<file path="config.mk">
export PLATFORM = sky130hd
export DESIGN_NAME = uart_mode_seq
export DESIGN_NICKNAME = d
export VERILOG_FILES = /design/src/rtl/uart_mode_seq_pkg.sv /design/src/rtl/uart_mode_seq_timer.sv /design/src/rtl/uart_mode_seq_busif.sv /design/src/rtl/uart_mode_seq_ctrl.sv /design/src/rtl/uart_mode_seq.sv
export SDC_FILE = /design/constraint.sdc
export NUM_CORES = 1
export LEC_CHECK = 0
export ABC_CLOCK_PERIOD_IN_PS = 4700
export BUFFER_PORTS_ARGS = -buffer_cell sky130_fd_sc_hd__buf_2
export CORE_UTILIZATION = 30
export CTS_CLUSTER_SIZE = 25
export DETAILED_ROUTE_END_ITERATION = 10
export GPL_ROUTABILITY_DRIVEN = 0
export GPL_TIMING_DRIVEN = 0
export SYNTH_ARGS = -nofsm -noshare
export SYNTH_HDL_FRONTEND = slang
export SYNTH_HIERARCHICAL = 1
export SYNTH_SLANG_ARGS = --single-unit
</file>
<file path="constraint.sdc">
create_clock -name clk_i -period 4.7 [get_ports clk_i]
set_clock_uncertainty 0.1 [all_clocks]
set_input_delay 0.705 -clock clk_i [delete_from_list [all_inputs] [get_ports clk_i]]
set_output_delay 0.705 -clock clk_i [all_outputs]
set_load 0.02 [all_outputs]
</file>
<file path="src/rtl/uart_mode_seq_pkg.sv">
package uart_mode_seq_pkg;

  typedef enum logic [2:0] {
    ST_IDLE,
    ST_MODE_WR,
    ST_GUARD,
    ST_FIFO_WR,
    ST_GAP,
    ST_POLL_RD
  } seq_state_e;

  localparam int unsigned IDX_W = 6;

  // register indices and field positions
  localparam logic [IDX_W-1:0] IDX_MODE = 6'h08;
  localparam logic [IDX_W-1:0] IDX_FIFO = 6'h02;
  localparam logic [IDX_W-1:0] IDX_STAT = 6'h05;

  localparam int unsigned STAT_EMPTY_BIT = 5;
  localparam int unsigned STAT_DATA_BIT  = 0;
  localparam int unsigned FIFO_RXCLR_BIT = 1;
  localparam int unsigned FIFO_TXCLR_BIT = 2;

endpackage

</file>
<file path="src/rtl/uart_mode_seq_timer.sv">
module uart_mode_seq_timer #(
  parameter int unsigned CNT_W = 8
) (
  input  logic             clk_i,
  input  logic             rst_ni,
  input  logic             load_i,
  input  logic [CNT_W-1:0] load_val_i,
  output logic             zero_o
);

  logic [CNT_W-1:0] cnt_q;

  always_ff @(posedge clk_i or negedge rst_ni) begin
    if (!rst_ni)            cnt_q <= '0;
    else if (load_i)        cnt_q <= load_val_i;
    else if (cnt_q != '0)   cnt_q <= cnt_q - 1'b1;
  end

  assign zero_o = (cnt_q == '0);

endmodule

</file>
<file path="src/rtl/uart_mode_seq_busif.sv">
module uart_mode_seq_busif #(
  parameter int unsigned ADDR_W = 8,
  parameter int unsigned DATA_W = 8
) (
  input  logic              clk_i,
  input  logic              rst_ni,
  input  logic              cmd_i,
  input  logic              cmd_we_i,
  input  logic [ADDR_W-1:0] cmd_addr_i,
  input  logic [DATA_W-1:0] cmd_wdata_i,
  output logic              req_o,
  output logic              we_o,
  output logic [ADDR_W-1:0] addr_o,
  output logic [DATA_W-1:0] wdata_o,
  input  logic              ack_i,
  input  logic [DATA_W-1:0] rdata_i,
  output logic              rsp_o,
  output logic [DATA_W-1:0] rsp_data_o
);

  logic              req_q, we_q;
  logic [ADDR_W-1:0] addr_q;
  logic [DATA_W-1:0] wdata_q;

  always_ff @(posedge clk_i or negedge rst_ni) begin
    if (!rst_ni) begin
      req_q   <= 1'b0;
      we_q    <= 1'b0;
      addr_q  <= '0;
      wdata_q <= '0;
    end else if (req_q) begin
      if (ack_i) req_q <= 1'b0;
    end else if (cmd_i) begin
      req_q   <= 1'b1;
      we_q    <= cmd_we_i;
      addr_q  <= cmd_addr_i;
      wdata_q <= cmd_wdata_i;
    end
  end

  assign req_o      = req_q;
  assign we_o       = we_q;
  assign addr_o     = addr_q;
  assign wdata_o    = wdata_q;
  assign rsp_o      = req_q & ack_i;
  assign rsp_data_o = rdata_i;

endmodule

</file>
<file path="src/rtl/uart_mode_seq_ctrl.sv">
module uart_mode_seq_ctrl
  import uart_mode_seq_pkg::*;
#(
  parameter int unsigned ADDR_W          = 8,
  parameter int unsigned DATA_W          = 8,
  parameter int unsigned REG_SHIFT       = 2,
  parameter int unsigned GUARD_CYCLES    = 100,
  parameter int unsigned POLL_GAP_CYCLES = 50,
  parameter int unsigned MAX_POLLS       = 255,
  parameter int unsigned CNT_W           = 7,
  parameter int unsigned PC_W            = 8
) (
  input  logic              clk_i,
  input  logic              rst_ni,
  input  logic              start_i,
  input  logic [DATA_W-1:0] mode_val_i,
  input  logic [DATA_W-1:0] fifo_val_i,
  input  logic              rsp_i,
  input  logic [DATA_W-1:0] rsp_data_i,
  input  logic              tmr_zero_i,
  output logic              cmd_o,
  output logic              cmd_we_o,
  output logic [ADDR_W-1:0] cmd_addr_o,
  output logic [DATA_W-1:0] cmd_wdata_o,
  output logic              tmr_load_o,
  output logic [CNT_W-1:0]  tmr_val_o,
  output logic              busy_o,
  output logic              done_o,
  output logic              timeout_o
);

  localparam logic [DATA_W-1:0] FLUSH_MASK =
    DATA_W'((1 << FIFO_RXCLR_BIT) | (1 << FIFO_TXCLR_BIT));
  localparam logic [DATA_W-1:0] STAT_MASK =
    DATA_W'((1 << STAT_EMPTY_BIT) | (1 << STAT_DATA_BIT));
  localparam logic [DATA_W-1:0] STAT_WANT = DATA_W'(1 << STAT_EMPTY_BIT);

  localparam logic [ADDR_W-1:0] ADDR_MODE = ADDR_W'(IDX_MODE) << REG_SHIFT;
  localparam logic [ADDR_W-1:0] ADDR_FIFO = ADDR_W'(IDX_FIFO) << REG_SHIFT;
  localparam logic [ADDR_W-1:0] ADDR_STAT = ADDR_W'(IDX_STAT) << REG_SHIFT;

  seq_state_e        st_q, st_d;
  logic [DATA_W-1:0] fifo_q;
  logic [PC_W-1:0]   polls_q;
  logic              done_q, tmo_q;
  logic              stat_ok, last_poll;

  assign stat_ok   = (rsp_data_i & STAT_MASK) == STAT_WANT;
  assign last_poll = (polls_q == PC_W'(MAX_POLLS));

  always_comb begin
    st_d        = st_q;
    cmd_o       = 1'b0;
    cmd_we_o    = 1'b0;
    cmd_addr_o  = ADDR_STAT;
    cmd_wdata_o = '0;
    tmr_load_o  = 1'b0;
    tmr_val_o   = '0;
    unique case (st_q)
      ST_IDLE: if (start_i) begin
        cmd_o       = 1'b1;
        cmd_we_o    = 1'b1;
        cmd_addr_o  = ADDR_MODE;
        cmd_wdata_o = mode_val_i;
        st_d        = ST_MODE_WR;
      end
      ST_MODE_WR: if (rsp_i) begin
        tmr_load_o = 1'b1;
        tmr_val_o  = CNT_W'(GUARD_CYCLES - 1);
        st_d       = ST_GUARD;
      end
      ST_GUARD: if (tmr_zero_i) begin
        cmd_o       = 1'b1;
        cmd_we_o    = 1'b1;
        cmd_addr_o  = ADDR_FIFO;
        cmd_wdata_o = fifo_q | FLUSH_MASK;
        st_d        = ST_FIFO_WR;
      end
      ST_FIFO_WR: if (rsp_i) begin
        tmr_load_o = 1'b1;
        tmr_val_o  = '0;
        st_d       = ST_GAP;
      end
      ST_GAP: if (tmr_zero_i) begin
        cmd_o = 1'b1;
        st_d  = ST_POLL_RD;
      end
      ST_POLL_RD: if (rsp_i) begin
        if (stat_ok || last_poll) begin
          st_d = ST_IDLE;
        end else begin
          tmr_load_o = 1'b1;
          tmr_val_o  = CNT_W'(POLL_GAP_CYCLES - 1);
          st_d       = ST_GAP;
        end
      end
      default: st_d = ST_IDLE;
    endcase
  end

  always_ff @(posedge clk_i or negedge rst_ni) begin
    if (!rst_ni) begin
      st_q    <= ST_IDLE;
      fifo_q  <= '0;
      polls_q <= '0;
      done_q  <= 1'b0;
      tmo_q   <= 1'b0;
    end else begin
      st_q   <= st_d;
      done_q <= 1'b0;
      if (st_q == ST_IDLE && start_i) begin
        fifo_q <= fifo_val_i;
        tmo_q  <= 1'b0;
      end
      if (st_q == ST_FIFO_WR && rsp_i) polls_q <= '0;
      if (st_q == ST_GAP && tmr_zero_i) polls_q <= polls_q + 1'b1;
      if (st_q == ST_POLL_RD && rsp_i && (stat_ok || last_poll)) begin
        done_q <= 1'b1;
        tmo_q  <= ~stat_ok;
      end
    end
  end

  assign busy_o    = (st_q != ST_IDLE);
  assign done_o    = done_q;
  assign timeout_o = tmo_q;

endmodule

</file>
<file path="src/rtl/uart_mode_seq.sv">
module uart_mode_seq #(
  parameter int unsigned ADDR_W          = 8,
  parameter int unsigned DATA_W          = 8,
  parameter int unsigned REG_SHIFT       = 2,
  parameter int unsigned GUARD_CYCLES    = 100,
  parameter int unsigned POLL_GAP_CYCLES = 50,
  parameter int unsigned MAX_POLLS       = 255
) (
  input  logic              clk_i,
  input  logic              rst_ni,
  input  logic              start_i,
  input  logic [DATA_W-1:0] mode_val_i,
  input  logic [DATA_W-1:0] fifo_val_i,
  output logic              busy_o,
  output logic              done_o,
  output logic              timeout_o,
  output logic              bus_req_o,
  output logic              bus_we_o,
  output logic [ADDR_W-1:0] bus_addr_o,
  output logic [DATA_W-1:0] bus_wdata_o,
  input  logic              bus_ack_i,
  input  logic [DATA_W-1:0] bus_rdata_i
);

  localparam int unsigned WAIT_MAX =
    (GUARD_CYCLES > POLL_GAP_CYCLES) ? GUARD_CYCLES : POLL_GAP_CYCLES;
  localparam int unsigned CNT_W = $clog2(WAIT_MAX + 1);
  localparam int unsigned PC_W  = $clog2(MAX_POLLS + 1);

  logic              cmd, cmd_we, rsp, tmr_load, tmr_zero;
  logic [ADDR_W-1:0] cmd_addr;
  logic [DATA_W-1:0] cmd_wdata, rsp_data;
  logic [CNT_W-1:0]  tmr_val;

  uart_mode_seq_ctrl #(
    .ADDR_W(ADDR_W), .DATA_W(DATA_W), .REG_SHIFT(REG_SHIFT),
    .GUARD_CYCLES(GUARD_CYCLES), .POLL_GAP_CYCLES(POLL_GAP_CYCLES),
    .MAX_POLLS(MAX_POLLS), .CNT_W(CNT_W), .PC_W(PC_W)
  ) u_ctrl (
    .clk_i, .rst_ni, .start_i, .mode_val_i, .fifo_val_i,
    .rsp_i(rsp), .rsp_data_i(rsp_data), .tmr_zero_i(tmr_zero),
    .cmd_o(cmd), .cmd_we_o(cmd_we), .cmd_addr_o(cmd_addr), .cmd_wdata_o(cmd_wdata),
    .tmr_load_o(tmr_load), .tmr_val_o(tmr_val),
    .busy_o, .done_o, .timeout_o
  );

  uart_mode_seq_timer #(.CNT_W(CNT_W)) u_timer (
    .clk_i, .rst_ni, .load_i(tmr_load), .load_val_i(tmr_val), .zero_o(tmr_zero)
  );

  uart_mode_seq_busif #(.ADDR_W(ADDR_W), .DATA_W(DATA_W)) u_bus (
    .clk_i, .rst_ni,
    .cmd_i(cmd), .cmd_we_i(cmd_we), .cmd_addr_i(cmd_addr), .cmd_wdata_i(cmd_wdata),
    .req_o(bus_req_o), .we_o(bus_we_o), .addr_o(bus_addr_o), .wdata_o(bus_wdata_o),
    .ack_i(bus_ack_i), .rdata_i(bus_rdata_i),
    .rsp_o(rsp), .rsp_data_o(rsp_data)
  );

endmodule

</file>
-- After elaboration in Yosys (flattened, before gate mapping)
Cells that the tools add are included.
Widths: inputs -> output; s select.
- add/sub/neg operators: 2
- $mul: 0
- divide/modulo/power cells: 0
- $lt $le $gt $ge: 0
- equal/unequal tests: 13
- shifts and indexed selects: 0
- multiplexer cells: 36
- bitwise operators: 3
- reductions and logical operators: 17
- operators with widths (kind ; number):
    $mux 8 ; 4
    $pmux 8 s2 ; 2
    $mux 7 ; 4
    $mux 3 ; 7
    $pmux 3 s6 ; 1
    $pmux 7 s2 ; 1
    $mux 6 ; 2
    $mux 1 ; 11
    $ne 2x1->1 const B ; 5
    $add 8x1->8 const B ; 1
    $eq 8x8->1 const B ; 1
    $logic_not 7->1 ; 1
    $reduce_bool 7->1 ; 1
    $sub 7x1->7 const B ; 1
    $eq 3x2->1 const B ; 2
    $eq 3x3->1 const B ; 2
    $pmux 1 s2 ; 3
    $reduce_and 6->1 ; 1
    $reduce_bool 2->1 ; 3
    $logic_and 1x1->1 ; 5
    $mux 5 ; 1
    $reduce_or 2->1 ; 2
    $eq 3x1->1 const B ; 1
    $logic_not 3->1 ; 1
    other kinds (7) ; 8
- bits in registers: 46
- latch bits: 0
- memory bits (writable): 0
- bits in read-only memories: 0
- bits of input ports: 28
- output and inout bits: 21
- memories: 0

-- Longest topological paths before layout
- depth after elaboration: 6
- mapped depth: 12
- mapped depth without buffers: 9

-- Hierarchy
The synthesis kept the hierarchy.
- by module, submodules not included (module ; instances ; cells each ; area each (um^2)):
    uart_mode_seq_ctrl ; 1 ; 114 ; 1194.9
    uart_mode_seq_busif ; 1 ; 49 ; 785.8
    uart_mode_seq_timer ; 1 ; 43 ; 434.2

-- Worst setup path before layout
OpenSTA, ideal clock, no wires.
- path kind: flip-flop to flip-flop
- from: reg u_timer.cnt_q[3]
- to: reg u_bus.addr_q[0] (netlist: u_bus/addr_o[0])
- setup time: 125 ps
- data arrival time: 2639 ps
- path slack: 1835 ps
- stages on the path, launching flop included: 11
- path buffers: 3
- period minus slack after synthesis: 2865 ps
- cell sequence: dfrtp_1 -> or4_4 -> nor2_1 -> nor4bb_1 -> buf_2 -> nor2_1 -> nand2_1 -> nor2b_1 -> buf_6 -> buf_8 -> mux2_4
- cells in the longest elaborated chain, start to end: 4
- RTL lines (what ; RTL line ; RTL):
    start, declared ; uart_mode_seq_timer.sv:11 ; logic [CNT_W-1:0] cnt_q;
    start signal, assigned ; uart_mode_seq_timer.sv:15 ; else if (load_i) cnt_q <= load_val_i;
    start signal, assigned ; uart_mode_seq_timer.sv:16 ; else if (cnt_q != '0) cnt_q <= cnt_q - 1'b1;
    $logic_not 7->1 ; uart_mode_seq_timer.sv:19 ; assign zero_o = (cnt_q == '0);
    named net tmr_zero ; uart_mode_seq.sv:30 ; logic cmd, cmd_we, rsp, tmr_load, tmr_zero;
    $mux 1 ; uart_mode_seq_ctrl.sv:72, uart_mode_seq_ctrl.sv:84 ;
    $pmux 1 s2 ; uart_mode_seq_ctrl.sv:59 ; unique case (st_q)
    named net cmd ; uart_mode_seq.sv:30 ;
    $reduce_and 2->1 (no line) ; - ;
    end signal, assigned ; uart_mode_seq_busif.sv:36 ; addr_q <= cmd_addr_i;
    end, declared ; uart_mode_seq_busif.sv:22 ; logic [ADDR_W-1:0] addr_q;
The timed path passes the listed nets, and every way through them passes these cells.
A chain may end at the register's enable or synchronous reset.

-- Worst setup path in the final report
- from: reg u_timer.cnt_q[3]
- to: reg u_bus.wdata_q[4] (netlist: u_bus/wdata_o[4])
- cells in the longest elaborated chain, start to end: 4
- elaborated cells between the ends (all ways): 6
- those cells by class: 4 x mux; 2 x reduce/logical
- RTL lines (what ; RTL line ; RTL):
    $logic_not 7->1 ; uart_mode_seq_timer.sv:19 ;
    named net tmr_zero ; uart_mode_seq.sv:30 ;
    $mux 1 ; uart_mode_seq_ctrl.sv:72, uart_mode_seq_ctrl.sv:84 ;
    $pmux 1 s2 ; uart_mode_seq_ctrl.sv:59 ;
    named net cmd ; uart_mode_seq.sv:30 ;
    $reduce_and 2->1 (no line) ; - ;
    end signal, assigned ; uart_mode_seq_busif.sv:37 ; wdata_q <= cmd_wdata_i;
    end, declared ; uart_mode_seq_busif.sv:23 ; logic [DATA_W-1:0] wdata_q;
The timed path passes the listed nets, and every way through them passes these cells.

==> results.cfg <==
[yosys]
synth_area_per_cell_um2 = 11.8
netlist_instances = 200
netlist_area_mm2 = 0.00237
yosysWarnings = 6

[critical_path]
reg2reg_depth = 10
worst_setup_path_start_kind = register
critical_path.endpoint_type = register
r2r_end = u_bus/wdata_o[4]
critPathRequiredTime_ns = 4.79
worstPathArrival_ns = 3.38
r2r-start = u_timer/cnt_q[3]
path_class = reg -> reg
regToRegSetupSlack_ns = 1.41
cp_max_fo = 10

[drt]
postRouteAntennaNets = 0
vias = 1667
first_iter_violations = 46
drc_errors = 0
wirelength_um = 4720
routedWlPerCell_um = 13.4
first_pass_iters = 4
via_per_inst = 4.72

[clock_network]
clock_sinks = 44
htree_num_levels = 2
clk_latency_ns = 0.30
cts_resized = 0
cts_root_buf = clkbuf_8
cts_tree = built
cts_setup_buffers = 0
cts_made_buffers = 5
cts_hold_buf = 0
clk_path_buf_depth = 2
path_clk_slew_ns = 0.09

[floorplan]
core_mm2 = 0.00769
dieHeight_um = 90.9
fp.dieW_um = 90.9
start_util_pct = 30.8
die-area_mm2 = 0.00826
placementRows = 32
io_pins = 49

[final_layout]
diodes = 0
final_nets = 281
fin_cells = 353
drive_above_1_share_pct = 38.2
areaGrowthSynthToFinish_pct = 18.7

[global_route]
grt_overflow = 0
track_usage_pct = 12.8
antenna_found_initial = 0
grt_pass1_vias = 1684
grt_pass1_wl_um = 8280
grt_max_degree = 45

[pwr]
ir_worst_vdd_v = 0.000100
p_leak_nw = 1.31
clkPwrFrac_pct = 39.2
power_frac_comb_pct = 7.4
p_sw_uw = 167
finalPower_uw = 739
p_seq_share_pct = 53.4
internal_power_uw = 572
power_density_mw_per_mm2 = 263
switching_share_pct = 22.6

[placed_design]
dp.cells = 345
portBuffers = 38
dp_hpwl_um = 3290

[sta]
setup_viol = 0
slew_violations = 0
min_period_ns = 3.29
hold_violations = 0
finalCritPeriodShare_pct = 70.1
grt_setup_unrepaired = no
fmax_mhz = 304
tightest_slew_ns = 1.00
maxSlewHeadroom_pct = 33.3
finalSetupTns_ns = 0

[min_path]
hold_path_depth = 1
hp-start = u_bus/addr_o[6]
hold_class = reg -> reg
holdPathEnd = u_bus/addr_o[6]

[outcome]
status = finished clean

[job]
maxCapViolCount = 0
## per-layer routing
metal,part of all wire (%),global-route usage [%],wire [µm],up-vias
li1,-,-,-,819
met5,0,0,0,-
met2,45,19.5,2110,42
met1,50,17.3,2340,799
met3,4.2,3.37,199,7
met4,1.5,4.76,72,0
## how the worst max path moves through the flow
| stage | start | to | slack (ns) |
|---|---|---|---|
| finish | u_timer/cnt_q[3] | u_bus/wdata_o[4] | 1.41 |
| global placement | u_timer/cnt_q[3] | u_bus/wdata_o[4] | 1.42 |
| floorplan | u_timer/cnt_q[3] | u_bus/addr_o[0] | 1.84 |
| global route | u_timer/cnt_q[3] | u_bus/wdata_o[4] | 1.10 |
| detailed placement | u_timer/cnt_q[3] | u_bus/wdata_o[4] | 1.37 |
| CTS | u_timer/cnt_q[3] | u_bus/addr_o[1] | 1.36 |
## power by group through the flow
| stage | clock network [mW] | logic [mW] | registers [mW] |
|---|---|---|---|
| 3_3_place_gp | 0 | 0.0550 | 0.402 |
| 3_5_place_dp | 0 | 0.0554 | 0.403 |
| 2_1_floorplan | 0 | 0.0192 | 0.412 |
| 4_1_cts | 0.305 | 0.0556 | 0.395 |
| 5_1_grt | 0.318 | 0.0602 | 0.397 |
| 6_report | 0.290 | 0.0544 | 0.395 |
## critical path, stage by stage, from the launching register on
cell	delay, ns
dfrtp_1	0.43
or4_4	0.59
nor2_1	0.43
nor4bb_1	0.33
buf_2	0.29
nor2_1	0.13
nand2_1	0.08
nor2b_1	0.16
buf_6	0.16
buf_8	0.17
mux2_4	0.31
## state kept, by name, indices dropped and copies added, names as in the netlist
| signal | cells |
|---|---|
| u_timer/cnt_q | 7 |
| u_ctrl/done_o | 1 |
| u_ctrl/st_q | 3 |
| u_bus/req_o | 1 |
| u_ctrl/polls_q | 8 |
| u_bus/addr_o | 8 |
| u_ctrl/fifo_q | 6 |
| u_bus/wdata_o | 8 |
| u_bus/we_o | 1 |
| u_ctrl/timeout_o | 1 |
## placed cells by master (no fill, tap or decap), types with 2 or more instances in the layout
cell       n
a21o_1     4
a21oi_1    5
a22o_1     8
a31oi_1    3
buf_2     40
buf_4     13
buf_6      3
clkbuf_1   2
clkbuf_8   5
conb_1     6
dfrtp_1   44
ha_1       3
inv_1      6
mux2_2    13
mux2_4    10
mux2i_1    2
nand2_1    9
nand2b_1   5
nand3_1    4
nor2_1     7
nor2b_1    5
nor3_1     2
nor4b_2    2
o21a_1     2
o21ai_0    8
o31ai_1    4
or3_1      3
xnor2_1    2
## metrics by stage
stage	instance area (µm²)	setup slack (ns)	hold WS, ns	util (%)
after floorplan	2390	1.84	0.309	-
after global placement	2710	1.42	0.386	35.2
after detailed placement	2710	1.37	0.392	35.2
after CTS	2810	1.36	0.407	36.6
after global routing	2810	1.10	0.426	36.6
final	2810	1.41	0.407	36.6
## area by class of cell
cell class,count,area [µm²]
Fill cell,793,4870
Multi-Input combinational cell,135,1100
Sequential cell,44,1100
Timing Repair Buffer,38,190
Buffer,20,160
Tap cell,102,128
Clock buffer,6,72.6
Clock inverter,2,35.0
Inverter,6,22.5
Note: power is estimated with default switching activity, not from simulation.
